`config.mk`:
```
export PLATFORM = sky130hd
export DESIGN_NAME = modinv_ct
export DESIGN_NICKNAME = d
export VERILOG_FILES = /design/src/rtl/modinv_ct.sv
export SDC_FILE = /design/constraint.sdc
export NUM_CORES = 2
export LEC_CHECK = 0
export BUFFER_PORTS_ARGS = -buffer_cell sky130_fd_sc_hd__buf_2
export CORE_MARGIN = 2
export CORE_UTILIZATION = 55
export CTS_CLUSTER_DIAMETER = 200
export DETAILED_ROUTE_END_ITERATION = 10
export PLACE_DENSITY = 0.78
export SYNTH_ARGS = -nofsm -noshare
export SYNTH_HDL_FRONTEND = slang
export SYNTH_SLANG_ARGS = --single-unit
```
`constraint.sdc`:
```
create_clock -name clk -period 15.8 [get_ports clk]
set_input_delay 2.37 -clock clk [delete_from_list [all_inputs] [get_ports clk]]
set_output_delay 2.37 -clock clk [all_outputs]
set_load 0.05 [all_outputs]
```
`src/rtl/modinv_ct.sv`:
```
module modinv_ct #(
  parameter int W = 64
) (
  input  logic         clk,
  input  logic         rst_n,
  input  logic         start,
  input  logic [W-1:0] x,
  input  logic [W-1:0] n,
  output logic [W-1:0] result,
  output logic         done
);

  localparam int CW = $clog2(2*W+1);

  logic [W-1:0]  a, b, u, v, nr;
  logic [CW-1:0] cnt, len, iters;
  logic          busy;

  function automatic logic [W-1:0] pick(input logic [W-1:0] m,
                                        input logic [W-1:0] p0,
                                        input logic [W-1:0] p1);
    return (m & (p0 ^ p1)) ^ p0;
  endfunction

  always_comb begin
    len = '0;
    for (int i = 0; i < W; i++)
      if (n[i]) len = CW'(i + 1);
  end
  assign iters = len << 1;

  logic         odd, lt;
  logic [W:0]   dab, duv, uh;
  logic [W-1:0] mo, ms, mneg, dneg, a1, b1, u1, v1, u2, u3;

  assign odd  = a[0];
  assign dab  = {1'b0, a} - {1'b0, b};
  assign lt   = dab[W];
  assign mo   = {W{odd}};
  assign ms   = {W{odd & lt}};
  assign dneg = {W{1'b0}} - dab[W-1:0];

  assign a1 = pick(mo, a, pick(ms, dab[W-1:0], dneg));
  assign b1 = pick(ms, b, a);
  assign u1 = pick(ms, u, v);
  assign v1 = pick(ms, v, u);

  assign duv  = {1'b0, u1} - {1'b0, v1};
  assign mneg = {W{duv[W]}};
  assign u2   = pick(mo, u1, pick(mneg, duv[W-1:0], duv[W-1:0] + nr));
  assign uh   = {1'b0, u2} + ({(W+1){u2[0]}} & {1'b0, nr});
  assign u3   = W'(uh >> 1);

  always_ff @(posedge clk) begin
    if (!rst_n) begin
      busy   <= 1'b0;
      cnt    <= '0;
      a      <= '0;
      b      <= '0;
      u      <= '0;
      v      <= '0;
      nr     <= '0;
      result <= '0;
      done   <= 1'b0;
    end else begin
      done <= 1'b0;
      if (busy) begin
        if (cnt != '0) begin
          a   <= a1 >> 1;
          b   <= b1;
          u   <= u3;
          v   <= v1;
          cnt <= cnt - CW'(1);
        end else begin
          busy   <= 1'b0;
          done   <= 1'b1;
          result <= v;
        end
      end else if (start) begin
        busy <= 1'b1;
        cnt  <= iters;
        a    <= x;
        b    <= n;
        u    <= W'(1);
        v    <= '0;
        nr   <= n;
      end
    end
  end

  a_r4_single_pulse: assert property (@(posedge clk) disable iff (!rst_n)
    done |=> !done);

  a_r3_done_after_run: assert property (@(posedge clk) disable iff (!rst_n)
    done |-> !busy && $past(busy) && $past(cnt) == '0);

  a_r5_no_reload: assert property (@(posedge clk) disable iff (!rst_n)
    busy && cnt != '0 |=> busy && cnt == $past(cnt) - CW'(1));

  a_r6_result_hold: assert property (@(posedge clk) disable iff (!rst_n)
    !done |-> $stable(result));

  a_r8_b_odd: assert property (@(posedge clk) disable iff (!rst_n)
    busy |-> b[0]);

  a_r8_coeff_range: assert property (@(posedge clk) disable iff (!rst_n)
    busy |-> u < nr && v < nr);

endmodule

```
==> impl_metrics.toml <==
[synth]
ys_ff_latch = 394
yosysUniqueCellTypes = 108
muxShareOfSynthArea = 0.008623
synth-simple-area-share = 0.2270
synth-compound-area-share = 0.3352
async_reset_ff_frac = 0
synth_top_area_share = 0.2192
synth_flop_cell = "dfxtp_1"
yosys.area.top_type = "dfxtp_1"
synth-warning-count = 0
synth_cells = 5072
yosysSeqAreaShare = 0.2192
synth_top_family_by_area = "compound AO/OA/AOI/OAI gates"
synth_edf_count = 0
synth-adder-area-share = 0.07601
synth_area_um2 = 35980
synth.most_common_cell = "nand2_1"
synth_fp_nets = 5399
avgSynthCellArea_um2 = 7.094
synth-xor-area-share = 0.07664
synth_common_cells = "nand2_1, a21oi_1, nor2_1"
synth_area_leaders = "dfxtp_1, nand2_1, ha_1"

[detailed_routing]
wl_um = 115800
ant_nets = 0
detail_route.vias_per_cell = 6.343
detail_route.wl_per_cell_um = 19.59
remaining_drc_errors = 0
dr_total_vias = 37490
drt_iter0_markers = 3969
dr.pass1.iters = 6

[sta]
slew_violations = 0
fmax_ghz = 0.07306
hold_viol = 0
relSlewSlack = 0.2134
setup_tns_ns = 0
rsz0062_at_grt = "no"
finalSetupViolCount = 0
fin_crit_ns = 13.69
timing.final.crit_share = 0.8663
clock_skew_ns = 0.03365
worst_slew_pin_slew_ns = 1.175

[power]
p_leak_uw = 0.01653
powerDensity_nw_per_um2 = 192.9
ir_drop_mv = 0.1879

[cts]
cts_resized = 0
post-cts-setup-buffers = 0
h-tree-depth = 2
ctsHoldBuffers = 0
clk-insertion-delay-late_ns = 0.62
cts_buffer_depth = 3
path_clk_slew_ns = 0.06
cts_buffers = 48
tritoncts = "yes"
ctsRootBufferMaster = "clkbuf_16"
clock_sinks = 394

[place]
place.gp.congestion = 0.9721
dp_hpwl_um = 84080
port-buffer-count = 195
place_area_um2 = 37090

[setup_path]
crit_fanout = 65
reg2regPathDepth = 57
cp_slowest_cell = "a2111oi_0"
cpPeakStageDelay_ns = 0.73
crit_required_ns = 16.27
crit_top_cell = "a21oi_1"
path_class = "flip-flop to flip-flop"
crit_path_end_kind = "flip-flop"
cp.arrival_ns = 14.16
startpoint_type = "flip-flop"

[cells_and_area]
nets = 5341
drive_gt1_frac = 0.07896
fin_area_um2 = 38780
regArea_um2 = 7893
fin_util = 0.6006
multi_input_comb_area_um2 = 26120
area_growth_pct = 7.785
fill_cells = 6133

[global_route]
grt-ovfl-total = 0
grt_max_degree = 110
antenna_found_initial = 3
grt_pass1_vias = 33800
grtUsageTotal = 0.3309
grt_pass1_wl_um = 182700

[die]
die_w_um = 259.8
core_area_um2 = 64580
dieHeight_um = 259.8
num_io_pins = 196
fp-row-count = 93
die_area_um2 = 67490
start_util = 0.5572

[run]
maxCapViolations = 0

[outcome]
status = "finished clean"

[worst_hold_path]
hp-class = "flip-flop to flip-flop"
min_path_cells = 2
## critical path, delay by kind of cell, from the launching register on
family                     cells  cell delay [ns]
and+or+nand+nor               14             1.89
AOI/OAI and AO/OA             34             8.63
DFF                            1             0.68
buffers and inverters          3             0.78
adders and majority gates      4             1.26
xor gates and xnor gates       2             0.29
## kinds of logic after synthesis
logic type,count (synthesis)
adders and majority gates,222
buffers and inverters,539
AOI/OAI and AO/OA,1809
muxes,30
and+or+nand+nor,1764
DFF,394
xor gates and xnor gates,314
## final cells by class
type,count,area share
Sequential cell,394,0.2035
Clock inverter,23,0.007484
Multi-Input combinational cell,4139,0.6736
Inverter,204,0.01974
Timing Repair Buffer,227,0.03184
Tap cell,855,0.02758
Clock buffer,66,0.03616
Antenna cell,2,0.0001290
## layer usage
metal / routed length, µm / global-route usage / vias to the layer above
met5: 13 / 0 / -
met4: 4435 / 0.1268 / 2
met3: 11300 / 0.04834 / 285
met2: 48550 / 0.4980 / 1815
met1: 51460 / 0.4740 / 17280
li1: - / - / 18110
## cell usage in the layout (no fill, tap or decap), types with 75 or more instances in the layout
master / netlist / layout
dfxtp_1: 394 / 392
a21boi_0: 145 / 145
nor2_1: 424 / 419
and2_1: 85 / 85
nand3_1: 75 / 75
a21o_1: 106 / 106
xor2_1: 124 / 124
a21oi_1: 447 / 446
inv_1: 201 / 200
nand2b_1: 102 / 102
o21ai_0: 360 / 360
buf_2: 16 / 194
nor2b_1: 85 / 84
xnor2_1: 189 / 189
ha_1: 193 / 193
nand2_1: 730 / 726
## per-stage QoR
step	setup slack (ns)	hold WS (ns)	total power, µW	instances
2_1_floorplan	2.509	0.4552	4987	5072
3_3_place_gp	2.987	0.4484	6066	5819
3_5_place_dp	2.578	0.4551	6124	5819
4_1_cts	2.533	0.4629	7354	5908
5_1_grt	1.232	0.4780	8005	5910
6_report	2.113	0.4572	7481	5910
## where the power goes
| group | leakage, µW | switching [µW] | total (µW) | internal [µW] |
|---|---|---|---|---|
| Combinational | 0.0125 | 3210 | 5090 | 1870 |
| Sequential | 0.00322 | 121 | 1200 | 1080 |
| Clock | 0.000840 | 476 | 1200 | 720 |
| Total | 0.0165 | 3810 | 7480 | 3670 |
## worst paths after layout
check | slack [ns] | to | startpoint
worst max register to register | 2.11 | u[63] | a[0]
worst min-delay path | 0.46 | result[43] | result[43]
worst max-delay path | 2.11 | u[63] | a[0]
worst min register to register | 0.46 | result[43] | result[43]
No activity file was read; power rests on OpenSTA's default activity.
